`src/rtl/dma_reload_chan.sv`:
```
module dma_reload_chan #(
  parameter int AW    = 32,
  parameter int DW    = 32,
  parameter int CW    = 24,
  parameter int GROUP = 4,
  parameter int STEP  = 4
) (
  input  logic          clk,
  input  logic          rst_n,
  input  logic          cfg_we,
  input  logic [1:0]    cfg_sel,
  input  logic [AW-1:0] cfg_wdata,
  input  logic          dreq,
  output logic          req_clr,
  output logic          m_valid,
  output logic          m_we,
  output logic [AW-1:0] m_addr,
  output logic [DW-1:0] m_wdata,
  input  logic [DW-1:0] m_rdata,
  input  logic          m_ready,
  output logic          bus_hold,
  output logic          irq,
  output logic          xfer_end,
  output logic          cfg_err
);
  localparam int GW = (GROUP > 1) ? $clog2(GROUP) : 1;

  typedef enum logic [1:0] {S_IDLE, S_RD, S_WR} st_t;
  st_t st;

  logic [AW-1:0] src0, src, dst;
  logic [CW-1:0] cnt;
  logic [DW-1:0] buf_q;
  logic [GW-1:0] grp;
  logic [1:0]    smode, dmode;
  logic          en, rld, ie, burst, te, dreq_q, clr_q;

  function automatic logic [AW-1:0] adv(input logic [AW-1:0] a, input logic [1:0] md);
    case (md)
      2'b01:   adv = a + AW'(STEP);
      2'b10:   adv = a - AW'(STEP);
      default: adv = a;
    endcase
  endfunction

  wire busy    = (st != S_IDLE);
  wire misfit  = (cnt[GW-1:0] != '0) && (GROUP > 1);
  assign cfg_err = !busy && en && rld && (!burst || misfit);
  wire start   = !busy && en && (cnt != '0) && !cfg_err && dreq && !dreq_q;
  wire last    = (cnt == CW'(1));
  wire grp_end = rld && (grp == GW'(GROUP - 1));
  wire [AW-1:0] src_nx = grp_end ? src0 : adv(src, smode);

  always_ff @(posedge clk) begin
    if (!rst_n) begin
      st <= S_IDLE; src0 <= '0; src <= '0; dst <= '0; cnt <= '0; buf_q <= '0;
      grp <= '0; smode <= '0; dmode <= '0; en <= 1'b0; rld <= 1'b0; ie <= 1'b0;
      burst <= 1'b0; te <= 1'b0; dreq_q <= 1'b0; clr_q <= 1'b0;
    end else begin
      dreq_q <= dreq;
      clr_q  <= 1'b0;
      if (cfg_we && !busy) begin
        case (cfg_sel)
          2'd0: begin src0 <= cfg_wdata; src <= cfg_wdata; end
          2'd1: dst <= cfg_wdata;
          2'd2: cnt <= cfg_wdata[CW-1:0];
          default: begin
            en    <= cfg_wdata[0];
            smode <= cfg_wdata[2:1];
            dmode <= cfg_wdata[4:3];
            rld   <= cfg_wdata[5];
            ie    <= cfg_wdata[6];
            burst <= cfg_wdata[7];
            if (cfg_wdata[8]) te <= 1'b0;
          end
        endcase
      end
      case (st)
        S_IDLE: if (start) begin st <= S_RD; grp <= '0; end
        S_RD: if (m_ready) begin buf_q <= m_rdata; st <= S_WR; end
        S_WR: if (m_ready) begin
          cnt <= cnt - CW'(1);
          dst <= adv(dst, dmode);
          src <= src_nx;
          grp <= grp + GW'(1);
          if (last) begin
            en <= 1'b0; te <= 1'b1; clr_q <= 1'b1; st <= S_IDLE;
          end else if (grp_end) begin
            clr_q <= 1'b1; st <= S_IDLE;
          end else begin
            st <= S_RD;
          end
        end
        default: st <= S_IDLE;
      endcase
    end
  end

  assign m_valid  = busy;
  assign m_we     = (st == S_WR);
  assign m_addr   = m_we ? dst : src;
  assign m_wdata  = buf_q;
  assign req_clr  = clr_q;
  assign bus_hold = busy;
  assign xfer_end = te;
  assign irq      = te && ie;
endmodule

```
`config.mk`:
```
export PLATFORM = sky130hd
export DESIGN_NAME = dma_reload_chan
export DESIGN_NICKNAME = d
export VERILOG_FILES = /design/src/rtl/dma_reload_chan.sv
export SDC_FILE = /design/constraint.sdc
export NUM_CORES = 1
export LEC_CHECK = 0
export BUFFER_PORTS_ARGS = -buffer_cell sky130_fd_sc_hd__buf_2
export CORE_MARGIN = 2
export CORE_UTILIZATION = 45
export DETAILED_ROUTE_END_ITERATION = 8
export PLACE_DENSITY_LB_ADDON = 0.05
export SYNTH_ARGS = -nofsm -noshare
export SYNTH_HDL_FRONTEND = slang
export SYNTH_SLANG_ARGS = --single-unit
```
`constraint.sdc`:
```
create_clock -name clk -period 4.2 [get_ports clk]
set_clock_uncertainty 0.05 [all_clocks]
set_input_delay 0.21 -clock clk [delete_from_list [all_inputs] [get_ports clk]]
set_output_delay 0.21 -clock clk [all_outputs]
set_load 0.02 [all_outputs]
```
## Word-level counts from Yosys, hierarchy flattened

Index checks and enable logic that the tools add are counted.

- Register bits after elaboration: 167
- Input port bits: 71
- Word-level logic and storage cells: 104

- $add $sub $neg: 6
- Bitwise logic cells: 1
- Reductions and logical operators: 28
- Equal/unequal tests: 15
- Muxes and demuxes: 38

Operators with widths:

| kind | number |
|---|---|
| 32-bit two-way mux | 10 |
| 32-bit case mux with 2 select lines | 2 |
| 24-bit two-way mux | 4 |
| 32-bit by 3-bit adder with 32-bit output (second input constant) | 2 |
| 32-bit by 3-bit subtractor with 32-bit output (second input constant) | 2 |
| 24-bit by 1-bit == test with 1-bit output (second input constant) | 1 |
| 24-bit nonzero test | 1 |
| 24-bit by 1-bit subtractor with 24-bit output (second input constant) | 1 |
| 1-bit two-way mux | 15 |
| 2-bit == test (second input constant) | 5 |
| 1-bit logical AND | 10 |
| 2-bit two-way mux | 5 |
| 3-bit AND reduction | 3 |
| 2-bit by 1-bit == test with 1-bit output (second input constant) | 4 |
| 2-bit case mux with 3 select lines | 1 |
| 2-bit AND reduction | 3 |
| 2-bit nonzero test | 3 |
| 5-bit by 2-bit inequality test with 1-bit output (second input constant) | 1 |
| 1-bit zero test | 4 |
| 2-bit zero test | 2 |
| 2-bit inequality test (second input constant) | 2 |
| 4-bit by 2-bit inequality test with 1-bit output (second input constant) | 1 |
| 2-bit case mux with 2 select lines | 1 |
| 3-bit OR reduction | 1 |
| 4 further kinds | 4 |

## Logic depth before layout (Yosys ltp)

- Word-level depth: 11
- Gate-level depth with buffers: 18

## Worst setup path before layout

No wires, ideal clock.

- Path kind: flip-flop to flip-flop
- Start: reg smode[0]
- End: reg src[22]
- Clock period less this slack: 3829 ps
- Stages on the path, launching flop included: 17
- Required time: 4076 ps
- Arrival: 3705 ps
- Path buffers: 5
- Setup slack: 371 ps
- Path through: dfxtp_1 > inv_1 > ha_1 > buf_6 > buf_2 > buf_2 > buf_2 > clkbuf_1 > xor2_1 > ha_1 > a21boi_2 > o22ai_1 > o311ai_1 > nand2_1 > o32a_1 > a2111o_1 > a31oi_1

- Cells in the longest elaborated chain, start to end: 5

Ends and longest elaborated chain:

| what | RTL line | source |
|---|---|---|
| from (decl) | 35 | `logic [1:0] smode, dmode;` |
| from (signal assigned) | 69 | `smode <= cfg_wdata[2:1];` |
| 2-bit == test / 2-bit by 1-bit == test with 1-bit output (equally long branches) | 39 | `case (md)` |
| 32-bit case mux with 2 select lines | 39 |  |
| 32-bit two-way mux | 52 | `wire [AW-1:0] src_nx = grp_end ? src0 : adv(src, smode);` |
| 32-bit two-way mux | 81 | `S_WR: if (m_ready) begin` |
| 32-bit two-way mux | 78 | `case (st)` |
| to (signal assigned) | 64 | `2'd0: begin src0 <= cfg_wdata; src <= cfg_wdata; end` |
| to (signal assigned) | 84 | `src <= src_nx;` |
| to (decl) | 31 | `logic [AW-1:0] src0, src, dst;` |

Parallel ways exist; a longest one is shown, timed or not.
A chain may end at the register's enable or synchronous reset.

## Worst setup path in the final report

- Start: reg dmode[0]
- End: reg dst[28]

- Cells in the longest elaborated chain, start to end: 4

Ends and longest elaborated chain:

| what | RTL line | source |
|---|---|---|
| from (decl) | 35 |  |
| from (signal assigned) | 70 | `dmode <= cfg_wdata[4:3];` |
| 2-bit == test / 2-bit by 1-bit == test with 1-bit output (equally long branches) | 39 |  |
| 32-bit case mux with 2 select lines | 39 |  |
| 32-bit two-way mux | 81 |  |
| 32-bit two-way mux | 78 |  |
| to (signal assigned) | 65 | `2'd1: dst <= cfg_wdata;` |
| to (signal assigned) | 83 | `dst <= adv(dst, dmode);` |
| to (decl) | 31 |  |

Parallel ways exist; a longest one is shown, timed or not.

==> flow_summary.json <==
{
  "outcome": "complete, but fails checks",
  "violations": "design-rule violations",
  "critPathLaunchType": "flip-flop",
  "clock.fmax_mhz": 305,
  "rsz0062_at_grt": "false",
  "cap_viol_max_count": 0,
  "grt-ovfl-total": 0,
  "grt_pass1_vias": 11900,
  "final_nets": 1816,
  "via_per_inst": 6.35,
  "placeableCoreArea_um2": 26100,
  "cts.sinks": 167,
  "yosys.cell_count.top_type": "nand2_1",
  "holdCritPathClass": "input port to flip-flop",
  "synth.top_cells.by_area": "dfxtp_1 28%, nand2_1 8.0%, a21oi_1 7.6%",
  "async_reset_ff_share_pct": 0,
  "diodes": 0,
  "cts-root-buf": "clkbuf_16",
  "ys_ff_latch": 167,
  "die-area_um2": 28000,
  "clock_power_share_pct": 41.2,
  "routabilityCongestion": 0.899,
  "path_max_fanout": 21,
  "numCtsBuffers": 17,
  "switching_share_pct": 32.6,
  "max-vdd-ir-drop_mv": 0.371,
  "post_synth.cell_area_avg_um2": 7.19,
  "cp.required_ns": 4.52,
  "synth_top_area_share_pct": 27.9,
  "finalHoldViolCount": 0,
  "critPathBufInv": 1,
  "drc_errors": 7,
  "internal_power_mw": 2.76,
  "design_area_um2": 13700,
  "die_x_um": 167,
  "drt-total-wl_um": 44300,
  "clockBufferDepth": 2,
  "pwr_density_cell_nw_per_um2": 298,
  "antenna_found_initial": 1,
  "arrival_ns": 3.60,
  "ys_types": 92,
  "drive_gt1_share_pct": 14.8,
  "finalSetupViolations": 0,
  "synth_nets": 1749,
  "drv_slew": 0,
  "synth_area_um2": 12000,
  "dp_hpwl_um": 30100,
  "max_stage_delay_ns": 0.67,
  "wire_per_inst_um": 21.3,
  "fp-row-count": 59,
  "grt_pass1_wl_um": 68800,
  "grt.total_usage_pct": 31.0,
  "place_area_um2": 12700,
  "cts.clk_slew.worst_paths_ns": 0.08,
  "num-fill-cells": 2601,
  "worst_pin_slew_ns": 1.19,
  "io_pins": 142,
  "firstDrtPassIters": 7,
  "die_y_um": 167,
  "numPortBuffers": 141,
  "leakage_nw": 5.14,
  "postRouteAntennaNets": 0,
  "yosysSeqAreaShare_pct": 27.9,
  "synth_cells": 1668,
  "yosysTopAreaCell": "dfxtp_1",
  "ys.warnings.count": 0,
  "clk_latency_ns": 0.44,
  "tns_ns": 0,
  "post-cts-setup-buffer-count": 0,
  "critPathCaptureType": "flip-flop",
  "start_util_pct": 45.9,
  "pwr-share-comb_pct": 15.7,
  "crit_type": "flip-flop to flip-flop",
  "multi_input_area_um2": 7920,
  "crit_chain": "inv_1, ha_2, xor2_1, ha_1, nor4_1, or4_1, o211ai_2, nand3_2, and4_4, or4_1, o211ai_2",
  "crit_family": "simple AND/OR/NAND/NOR gates",
  "synth_enable_flop_cells": 0,
  "min_period_ns": 3.28,
  "synth_flop_cell": "dfxtp_1",
  "slowest_stage": "or4_1",
  "register_area_um2": 3340,
  "ys_top_cells_by_count": "257 x nand2_1, 183 x a21oi_1, 167 x dfxtp_1",
  "syn_to_final_growth_pct": 14.2,
  "grt_max_degree": 66,
  "cts_tree": "done",
  "first_iter_violations": 1244,
  "vias": 13200,
  "period_share_pct": 78.0,
  "max_slew_margin_pct": 21.0,
  "p_sw_mw": 1.33,
  "htree_levels": 4,
  "power_frac_seq_pct": 43.1
}
## cell usage in the layout, fill, tap and decap left out, drive strengths merged, types with 22 or more instances in the layout
master       count
inv             38
dfxtp          167
nor2           130
xnor2           46
nand2          257
mux2            27
a21oi          185
nor4            22
dlygate4sd3     35
o21ai          104
buf            169
nor3            41
or3             23
nand3           33
o22ai           22
## kinds of logic (layout without fill, tap and decap cells)
| logic type | count (synthesis) | count (layout) | share of synthesized area [%] |
|---|---|---|---|
| xor gates and xnor gates | 64 | 64 | 4.67 |
| buffers and inverters | 187 | 267 | 6.28 |
| muxes | 35 | 35 | 3.20 |
| DFF | 167 | 167 | 27.9 |
| adders and majority gates | 10 | 10 | 1.04 |
| and+or+nand+nor | 639 | 639 | 25.7 |
| AOI/OAI and AO/OA | 566 | 566 | 31.2 |
## layout make-up
type,count,share of cell area (%)
Clock buffer,17,3.10
Clock inverter,15,1.43
Inverter,31,0.867
Multi-Input combinational cell,1314,57.8
Sequential cell,167,24.4
Tap cell,335,3.06
Timing Repair Buffer,204,9.33
## metal layers
layer	part of all wire, %	GRT usage [%]	vias up	wire (um)
met1	45	42.7	6390	19900
met3	7.2	5.08	58	3190
met2	46	50.0	513	20300
met5	0	0	-	0
met4	2.2	8.96	0	971
li1	-	-	6259	-
## worst register-to-register path, stage by stage (launching register included)
cell and delay, ns:
dfxtp_1 0.31, inv_1 0.08, ha_2 0.49, xor2_1 0.20
ha_1 0.21, nor4_1 0.05, or4_1 0.67, o211ai_2 0.31
nand3_2 0.10, and4_4 0.19, or4_1 0.48, o211ai_2 0.07
## stage by stage
stage | cells | utilization (%) | power [mW] | worst slack [ns] | hold slack (ns)
floorplan | 1668 | - | 2.17 | 0.371 | 0.295
global placement | 2016 | 48.7 | 2.39 | 1.03 | 0.389
detailed placement | 2016 | 48.7 | 2.40 | 0.970 | 0.394
CTS | 2083 | 52.4 | 4.10 | 0.960 | 0.00139
global route | 2083 | 52.4 | 4.24 | 0.732 | 0.0221
finish | 2083 | 52.4 | 4.09 | 0.924 | 0.0223
## repair_timing
action | 4_1_cts | 5_1_grt
gates resized for setup | 0 | 0
hold endpoints to repair | 35 | 0
hold buffers | 35 | 0
setup endpoints to repair | 0 | 0
## worst paths after layout
kind | from | to | slack, ns | depth (start not counted)
min reg2reg | src0[18]$_SDFFE_PN0P_ | src0[18]$_SDFFE_PN0P_ | 0.41 | 2
max reg2reg | dmode[0]$_SDFFE_PN0P_ | dst[28]$_SDFFE_PN0P_ | 0.92 | 11
max | dmode[0]$_SDFFE_PN0P_ | dst[28]$_SDFFE_PN0P_ | 0.92 | 11
min | cfg_wdata[26] | dst[26]$_SDFFE_PN0P_ | 0.02 | 3
## registers in the layout, indices dropped and copies added (netlist names), 2 cells and up
name	count
cnt	24
dmode	2
dst	32
grp	2
m_wdata	32
smode	2
src	32
src0	32
st	2
## power groups by stage
stage	combinational (mW)	clock [mW]	sequential, mW
after global routing	0.697	1.77	1.77
after floorplan	0.467	0	1.71
final	0.640	1.68	1.76
after detailed placement	0.602	0	1.79
after CTS	0.630	1.71	1.76
after global placement	0.598	0	1.79
No activity file was read; power rests on OpenSTA's default activity.
